<file path="src/rtl/skew_meter_pkg.sv">
package skew_meter_pkg;
  typedef enum logic [1:0] {
    SM_IDLE = 2'd0,
    SM_MEAS = 2'd1,
    SM_DIV  = 2'd2
  } sm_state_e;
endpackage

</file>
<file path="src/rtl/skew_edge_sync.sv">
module skew_edge_sync #(
  parameter int STAGES = 2
) (
  input  logic clk,
  input  logic rst_n,
  input  logic d_in,
  output logic rise
);
  logic [STAGES-1:0] sh_q, sh_d;
  logic              last_q, last_d;

  always_comb begin
    sh_d   = {sh_q[STAGES-2:0], d_in};
    last_d = sh_q[STAGES-1];
  end

  always_ff @(posedge clk or negedge rst_n) begin
    if (!rst_n) begin
      sh_q   <= '0;
      last_q <= 1'b0;
    end else begin
      sh_q   <= sh_d;
      last_q <= last_d;
    end
  end

  assign rise = sh_q[STAGES-1] & ~last_q;
endmodule

</file>
<file path="src/rtl/skew_interval.sv">
module skew_interval #(
  parameter int RATIO = 20,
  parameter int CW    = $clog2(RATIO + 1)
) (
  input  logic          clk,
  input  logic          rst_n,
  input  logic          en,
  input  logic          rise_a,
  input  logic          rise_b,
  output logic [CW-1:0] smp,
  output logic          smp_vld
);
  localparam logic [CW-1:0] SAT = CW'(RATIO);

  logic          armed_q, armed_d;
  logic [CW-1:0] cnt_q, cnt_d;
  logic [CW-1:0] inc;

  always_comb begin
    inc     = (cnt_q == SAT) ? cnt_q : cnt_q + CW'(1);
    armed_d = armed_q;
    cnt_d   = cnt_q;
    smp     = '0;
    smp_vld = 1'b0;
    if (!en) begin
      armed_d = 1'b0;
      cnt_d   = '0;
    end else if (!armed_q) begin
      if (rise_a) begin
        if (rise_b) begin
          smp_vld = 1'b1;
        end else begin
          armed_d = 1'b1;
          cnt_d   = '0;
        end
      end
    end else begin
      if (rise_b) begin
        smp_vld = 1'b1;
        smp     = (inc == SAT) ? '0 : inc;
        armed_d = 1'b0;
        cnt_d   = '0;
      end else begin
        cnt_d = inc;
      end
    end
  end

  always_ff @(posedge clk or negedge rst_n) begin
    if (!rst_n) begin
      armed_q <= 1'b0;
      cnt_q   <= '0;
    end else begin
      armed_q <= armed_d;
      cnt_q   <= cnt_d;
    end
  end
endmodule

</file>
<file path="src/rtl/skew_mean_div.sv">
module skew_mean_div #(
  parameter int SAMPLES = 100,
  parameter int AW      = 12,
  parameter int QW      = 5
) (
  input  logic          clk,
  input  logic          rst_n,
  input  logic          go,
  input  logic [AW-1:0] dividend,
  output logic [QW-1:0] quot,
  output logic          done
);
  localparam logic [AW-1:0] DIVISOR = AW'(SAMPLES);
  localparam logic [AW-1:0] HALF    = AW'(SAMPLES / 2);

  logic          busy_q, busy_d;
  logic [AW-1:0] rem_q, rem_d;
  logic [QW-1:0] q_q, q_d;
  logic          done_q, done_d;

  always_comb begin
    busy_d = busy_q;
    rem_d  = rem_q;
    q_d    = q_q;
    done_d = 1'b0;
    if (go) begin
      busy_d = 1'b1;
      rem_d  = dividend + HALF;
      q_d    = '0;
    end else if (busy_q) begin
      if (rem_q >= DIVISOR) begin
        rem_d = rem_q - DIVISOR;
        q_d   = q_q + QW'(1);
      end else begin
        busy_d = 1'b0;
        done_d = 1'b1;
      end
    end
  end

  always_ff @(posedge clk or negedge rst_n) begin
    if (!rst_n) begin
      busy_q <= 1'b0;
      rem_q  <= '0;
      q_q    <= '0;
      done_q <= 1'b0;
    end else begin
      busy_q <= busy_d;
      rem_q  <= rem_d;
      q_q    <= q_d;
      done_q <= done_d;
    end
  end

  assign quot = q_q;
  assign done = done_q;
endmodule

</file>
<file path="src/rtl/clk_skew_meter.sv">
module clk_skew_meter
  import skew_meter_pkg::*;
#(
  parameter int RATIO   = 20,
  parameter int SAMPLES = 100,
  parameter int SYNC    = 2,
  parameter int MW      = $clog2(RATIO + 1)
) (
  input  logic          clk,
  input  logic          rst_n,
  input  logic          meas_a,
  input  logic          meas_b,
  input  logic          start,
  input  logic [MW-1:0] step_ticks,
  output logic [MW-1:0] mean_ticks,
  output logic          mean_valid,
  output logic          tune_done
);
  localparam int CW = MW;
  localparam int AW = $clog2(SAMPLES * RATIO + SAMPLES / 2 + 1);
  localparam int NW = $clog2(SAMPLES + 1);
  localparam logic [MW-1:0] RES = MW'(1);

  logic [1:0]    meas_in;
  logic [1:0]    rise;
  logic [CW-1:0] smp;
  logic          smp_vld;
  logic          div_go, div_done;
  logic [AW-1:0] div_in;
  logic [MW-1:0] quot;
  logic [MW-1:0] limit;

  sm_state_e     state_q, state_d;
  logic [NW-1:0] n_q, n_d;
  logic [AW-1:0] acc_q, acc_d;
  logic [MW-1:0] mean_q, mean_d;
  logic          vld_q, vld_d;
  logic          done_q, done_d;

  assign meas_in = {meas_b, meas_a};

  for (genvar g = 0; g < 2; g++) begin : g_sync
    skew_edge_sync #(.STAGES(SYNC)) u_sync (
      .clk  (clk),
      .rst_n(rst_n),
      .d_in (meas_in[g]),
      .rise (rise[g])
    );
  end

  skew_interval #(.RATIO(RATIO), .CW(CW)) u_intv (
    .clk    (clk),
    .rst_n  (rst_n),
    .en     (state_q == SM_MEAS),
    .rise_a (rise[0]),
    .rise_b (rise[1]),
    .smp    (smp),
    .smp_vld(smp_vld)
  );

  skew_mean_div #(.SAMPLES(SAMPLES), .AW(AW), .QW(MW)) u_div (
    .clk     (clk),
    .rst_n   (rst_n),
    .go      (div_go),
    .dividend(div_in),
    .quot    (quot),
    .done    (div_done)
  );

  assign limit  = (step_ticks > RES) ? step_ticks : RES;
  assign div_in = acc_q + AW'(smp);

  always_comb begin
    state_d = state_q;
    n_d     = n_q;
    acc_d   = acc_q;
    div_go  = 1'b0;
    unique case (state_q)
      SM_IDLE: begin
        if (start) begin
          state_d = SM_MEAS;
          n_d     = '0;
          acc_d   = '0;
        end
      end
      SM_MEAS: begin
        if (smp_vld) begin
          acc_d = div_in;
          n_d   = n_q + NW'(1);
          if (n_q == NW'(SAMPLES - 1)) begin
            div_go  = 1'b1;
            state_d = SM_DIV;
          end
        end
      end
      SM_DIV: begin
        if (div_done) state_d = SM_IDLE;
      end
      default: state_d = SM_IDLE;
    endcase
    vld_d  = div_done;
    mean_d = div_done ? quot : mean_q;
    done_d = div_done ? (quot < limit) : done_q;
  end

  always_ff @(posedge clk or negedge rst_n) begin
    if (!rst_n) begin
      state_q <= SM_IDLE;
      n_q     <= '0;
      acc_q   <= '0;
      mean_q  <= '0;
      vld_q   <= 1'b0;
      done_q  <= 1'b0;
    end else begin
      state_q <= state_d;
      n_q     <= n_d;
      acc_q   <= acc_d;
      mean_q  <= mean_d;
      vld_q   <= vld_d;
      done_q  <= done_d;
    end
  end

  assign mean_ticks = mean_q;
  assign mean_valid = vld_q;
  assign tune_done  = done_q;
endmodule

</file>
<file path="config.mk">
export PLATFORM = sky130hd
export DESIGN_NAME = clk_skew_meter
export DESIGN_NICKNAME = d
export VERILOG_FILES = /design/src/rtl/skew_meter_pkg.sv /design/src/rtl/skew_edge_sync.sv /design/src/rtl/skew_interval.sv /design/src/rtl/skew_mean_div.sv /design/src/rtl/clk_skew_meter.sv
export SDC_FILE = /design/constraint.sdc
export NUM_CORES = 1
export LEC_CHECK = 0
export BUFFER_PORTS_ARGS = -buffer_cell sky130_fd_sc_hd__clkbuf_2
export CORE_ASPECT_RATIO = 0.75
export CORE_MARGIN = 10
export CORE_UTILIZATION = 40
export CTS_CLUSTER_DIAMETER = 150
export CTS_CLUSTER_SIZE = 10
export DETAILED_ROUTE_END_ITERATION = 6
export PLACE_DENSITY = 0.64
export SLEW_MARGIN = 20
export SYNTH_ARGS = -nofsm -noshare
export SYNTH_HDL_FRONTEND = slang
export SYNTH_SLANG_ARGS = --single-unit
</file>
<file path="constraint.sdc">
create_clock -name clk -period 4.4 [get_ports clk]
set_input_delay 0.66 -clock clk [delete_from_list [all_inputs] [get_ports clk]]
set_output_delay 0.66 -clock clk [all_outputs]
set_load 0.01 [all_outputs]
</file>
# After elaboration in Yosys (flattened, before gate mapping)
# Cells that the tools add are included.
# Widths: inputs -> output; s select.
op_classes:
  add_sub_neg: 6
  order_cmp: 3
  eq_ne: 11
  muxes: 45
  bitwise: 4
  n_reduce_logical: 8
op_table:
  columns: ["cell", "count"]
  rows:
  - ["$mux 5", 14]
  - ["$mux 12", 5]
  - ["$pmux 12 s2", 1]
  - ["$mux 1", 17]
  - ["$mux 7", 2]
  - ["$pmux 7 s2", 1]
  - ["$add 12x5->12", 1]
  - ["$add 12x6->12 const B", 1]
  - ["$ge 12x7->1 const B", 1]
  - ["$sub 12x7->12 const B", 1]
  - ["$add 5x1->5 const B", 2]
  - ["$eq 5x5->1 const B", 2]
  - ["$mux 2", 4]
  - ["$add 7x1->7 const B", 1]
  - ["$eq 7x7->1 const B", 1]
  - ["$ne 2x2->1 const B", 3]
  - ["$ne 3x3->1 const B", 2]
  - ["$pmux 2 s3", 1]
  - ["$reduce_bool 2->1", 3]
  - ["$gt 5x1->1 const B", 1]
  - ["$lt 5x5->1", 1]
  - ["$reduce_and 2->1", 2]
  - ["$reduce_and 4->1", 1]
  - ["$reduce_and 3->1", 1]
  - ["other kinds (6)", 8]
word_totals:
  register_bits: 59
  inputBits: 10
  output_inout_bits: 7

# Logic depth before layout (Yosys ltp)
depth:
  depth_word: 10
  mapped_depth: 17
  ltp_nobuf: 16

# Hierarchy
# A second synthesis with hierarchy kept.
unflattened:
  cells_unflattened: 359
  area_unflattened_um2: 3583.4
by_module_without_submodules:
  columns: ["mod", "instances", "cells_each", "area_each_um2", "seq_area_each_um2"]
  rows:
  - ["clk_skew_meter", 1, 157, 1619.1, 700.7]
  - ["skew_mean_div", 1, 142, 1341.3, 475.5]
  - ["skew_interval", 1, 52, 445.4, 150.1]
  - ["skew_edge_sync", 2, 4, 88.8, 75.1]

# Worst setup path before layout
# Ideal clock, no wire load.
synth_timing:
  path_type: "flip-flop to flip-flop"
  from: "reg u_intv.cnt_q[0]"
  to: "reg u_div.rem_q[10]"
  setup_time_ns: 0.120
  t_arrival_ns: 3.455
  path_slack_ns: 0.826
  path_stages_with_launch: 16
  path_buffers: 1
  cell_sequence: "dfrtp_1 > inv_1 > ha_1 > nand2_1 > or3_1 > clkbuf_1 > a21oi_1 > o22ai_1 > a221oi_1 > ha_1 > a211o_1 > a21o_1 > nand3_1 > xor2_4 > or4_1 > a31o_1"
synth_via:
  elab_chain_cells: 10
  word_cells_on_any_way: 11
synth_lines:
  columns: ["item", "line_no", "source"]
  rows:
  - ["start, declared", "skew_interval.sv:16", "logic [CW-1:0] cnt_q, cnt_d;"]
  - ["start signal, assigned", "skew_interval.sv:55", "cnt_q <= cnt_d;"]
  - ["$add 5x1->5 or $eq 5x5->1 (tied branches)", "skew_interval.sv:20", "inc = (cnt_q == SAT) ? cnt_q : cnt_q + CW'(1);"]
  - ["$mux 5 (*)", "skew_interval.sv:20", null]
  - ["$eq 5x5->1", "skew_interval.sv:40", "smp = (inc == SAT) ? '0 : inc;"]
  - ["$mux 5 (*)", "skew_interval.sv:40", null]
  - ["$mux 5 (*)", "skew_interval.sv:38", "if (rise_b) begin"]
  - ["$mux 5 (*)", "skew_interval.sv:28", "end else if (!armed_q) begin"]
  - ["$mux 5 (*)", "skew_interval.sv:25", "if (!en) begin"]
  - ["$add 12x5->12 (*)", "clk_skew_meter.sv:71", "assign div_in = acc_q + AW'(smp);"]
  - ["$add 12x6->12 (*)", "skew_mean_div.sv:28", "rem_d = dividend + HALF;"]
  - ["$mux 12 (*)", "skew_mean_div.sv:26", "if (go) begin"]
  - ["end signal, assigned", "skew_mean_div.sv:49", "rem_q <= rem_d;"]
  - ["end, declared", "skew_mean_div.sv:17", "logic [AW-1:0] rem_q, rem_d;"]
# Every way passes the cells marked *; elsewhere a longest branch is shown, timed or not.
# A chain may end at the register's enable or synchronous reset.

# Worst setup path after layout
layout_timing:
  from: "reg u_intv.cnt_q[0]"
  to: "reg u_div.rem_q[11]"
# The elaborated chain is that of the path after synthesis.

==> reports/results.ini <==
[outcome]
outcome=completed

[critical_path]
cp-endpoint=u_div.rem_q[11]$_DFFE_PN0P_
critPathKind=reg -> reg
rr_worst_depth=16
rr_startpoint=u_intv.cnt_q[0]$_DFFE_PN0P_
critPathArrivalTime_ps=4240
required_ps=4630
r2r-end=u_div.rem_q[11]$_DFFE_PN0P_
ff2ff_setup_slack_ps=390
path_max_fanout=7
cp-start-kind=flip-flop
cp-end-kind=flip-flop
crit_path_start=u_intv.cnt_q[0]$_DFFE_PN0P_

[global_routing]
antenna_found_initial=0
track_usage=0.1275
grt_pass1_vias=2899
grt_max_degree=45
overflow=0
grt_pass1_wl_um=13680

[routing]
route.detailed.drc=0
drt_iter0_markers=186
num_vias=2916
wl_per_cell_um=15.28
wl_um=7901
via_per_inst=5.640
dr.pass1.iters=5
ant_nets=0

[floorplan]
fp.coreArea_um2=8600
row_count=29
dieArea_um2=13210
die_x_um=129.4
num_io_pins=17
start_util=0.4179
die_h_um=102.1

[clock_network]
ctsHoldBuffers=0
cts.sinks=59
cts_resized=0
insertion_delay_ps=330
cts_setup_buffers=0
clockRootBuffer=clkbuf_16
max-clock-path-buffers=2
cts_max_level=3
clk_pin_slew_ps=60
tritoncts=built
numCtsBuffers=9

[synth]
yosysTopAreaCell=dfrtp_1
syn_nets=417
synthTopCellsByArea=dfrtp_1 41%, ha_1 5.6%, nand2_1 4.5%, nor2_1 3.7%, xor2_1 3.7%
syn_area_um2=3593
postSynthCellCount=390
ys_warn_count=0
async_reset_ff_frac=1.000
ys_ff_latch=59
syn_area_per_cell_um2=9.214
synth_top_area_frac=0.4109
yosysUniqueCellTypes=62
yosysMostFrequentCell=dfrtp_1
synth_common_cells=59 x dfrtp_1, 43 x nand2_1, 35 x nor2_1, 21 x nand3_1, 19 x o21ai_0
synth_edf_count=0
synthFlopType=dfrtp_1
yosysSeqAreaShare=0.4109

[power_and_ir_drop]
total_power_w=0.001385
power_density_nw_per_um2=338.6
vdd_drop_max_uv=213.8
cellLeakagePower_nw=1.897

[placed_design]
port-buffer-count=16
hpwl_um=5673
place_congestion=0.8597
dp.cells=501

[finish]
final-instance-count-excl-fill=517
areaGrowthSynthToFinish_pct=13.82
nets=431
layout-drive-gt1-share=0.1247
insertedDiodeCount=0

[timing]
slew_headroom=0.4369
worstMarginPinSlew_ps=840.1
setup_tns_ps=0
hold_violations=0
period_share=0.9109
finClkSkew_ps=8.296
rsz0062_at_grt=no
clock.fmax_mhz=249.5
drv_slew=0
setup_violations=0
min_period_ps=4008

[flow_run]
maxCapViolCount=0

[min_path]
hold_class=in -> async

==> worst max-delay path: stages (launching register included) <==
cell and delay [ps]:
dfrtp_1 440, inv_1 110, ha_1 150, nand2_1 60, or3_1 410, nor2_1 190, a21oi_1 60, o22ai_1 200
a221oi_1 120, ha_1 390, xor2_1 270, ha_1 240, o21ai_0 100, o2bb2ai_1 340, o2111ai_1 270, o311a_1 350
a211oi_1 200
==> per-stage QoR <==
step	instance area, um^2	setup WS, ps	hold slack, ps	util
finish	4090	391.9	263.1	0.4756
global route	4090	34.64	297.5	0.4756
CTS	4090	483.2	278.7	0.4756
detailed placement	3749	584.8	334.7	0.4359
global placement	3749	685.4	334.8	0.4359
floorplan	3593	825.8	331.2	-
==> registers in the layout, summed over array words and instances, names as in the netlist <==
| signal | flops |
|---|---|
| n_q | 7 |
| u_div.rem_q | 12 |
| mean_ticks | 5 |
| tune_done | 1 |
| u_div.quot | 5 |
| state_q | 2 |
| u_intv.armed_q | 1 |
| u_div.done | 1 |
| u_intv.cnt_q | 5 |
| g_sync.u_sync.last_q | 2 |
| g_sync.u_sync.sh_q | 4 |
| mean_valid | 1 |
| u_div.busy_q | 1 |
| acc_q | 12 |
==> power breakdown <==
part           internal (W)  switching (W)
sequential         0.000548     0.00000341
clock              0.000555       0.000253
combinational    0.00000841      0.0000171
==> cells by family after synthesis <==
logic type	count (synthesis)	synth area share
adder cells (fa/ha/maj)	17	0.06128
XOR/XNOR	28	0.07347
multiplexers	7	0.02124
AND/OR/NAND/NOR	159	0.2211
flip-flops	59	0.4109
buffers and inverters	31	0.03865
AO/OA/AOI/OAI	89	0.1734
==> cells in the final DEF, fill, tap and decap left out, types with 5 or more instances in the layout <==
| master | synthesis | routed |
|---|---|---|
| nand2b_1 | 5 | 5 |
| clkbuf_16 | 0 | 9 |
| clkbuf_2 | 0 | 16 |
| nor2b_1 | 7 | 7 |
| ha_1 | 16 | 16 |
| nand3_1 | 21 | 21 |
| mux2_2 | 5 | 5 |
| xor2_1 | 15 | 15 |
| nor3_1 | 11 | 11 |
| dfrtp_1 | 59 | 59 |
| nand4_1 | 8 | 8 |
| a21oi_1 | 12 | 12 |
| o2111ai_1 | 5 | 5 |
| nor2_1 | 35 | 35 |
| inv_1 | 14 | 14 |
| nor4_1 | 6 | 6 |
| a21o_1 | 6 | 6 |
| o21a_1 | 5 | 5 |
| o21ai_1 | 11 | 11 |
| nand2_1 | 43 | 43 |
| xnor2_1 | 12 | 12 |
| o21ai_0 | 19 | 19 |
==> routing by layer <==
layer | GRT usage | part of all wire | vias up
met5 | 0 | 0 | -
met4 | 0.05948 | 0.018 | 0
met3 | 0.03363 | 0.043 | 13
met2 | 0.1839 | 0.42 | 62
met1 | 0.1745 | 0.52 | 1415
li1 | - | - | 1426
==> cell type report <==
class / instances / area (um^2)
flip-flops and latches: 59 / 1476
multi-input cells: 300 / 1978
clock buffers: 10 / 229.0
clock inverters: 6 / 112.6
repair buffers: 19 / 102.6
inverters: 15 / 56.30
well taps: 108 / 135.1
fillers: 778 / 4509
==> how the worst min path moves through the flow <==
stage,end,slack [ps],from,cells past startpoint
5_1_grt,acc_q[4]$_DFFE_PN0P_,300,rst_n,1
3_3_place_gp,g_sync[1].u_sync.sh_q[1]$_DFF_PN0_,330,g_sync[1].u_sync.sh_q[0]$_DFF_PN0_,0
4_1_cts,acc_q[3]$_DFFE_PN0P_,280,rst_n,1
3_5_place_dp,g_sync[1].u_sync.sh_q[1]$_DFF_PN0_,330,g_sync[1].u_sync.sh_q[0]$_DFF_PN0_,0
2_1_floorplan,g_sync[0].u_sync.sh_q[1]$_DFF_PN0_,330,g_sync[0].u_sync.sh_q[0]$_DFF_PN0_,0
6_report,acc_q[3]$_DFFE_PN0P_,260,rst_n,1
Note: power is estimated with default switching activity, not from simulation.
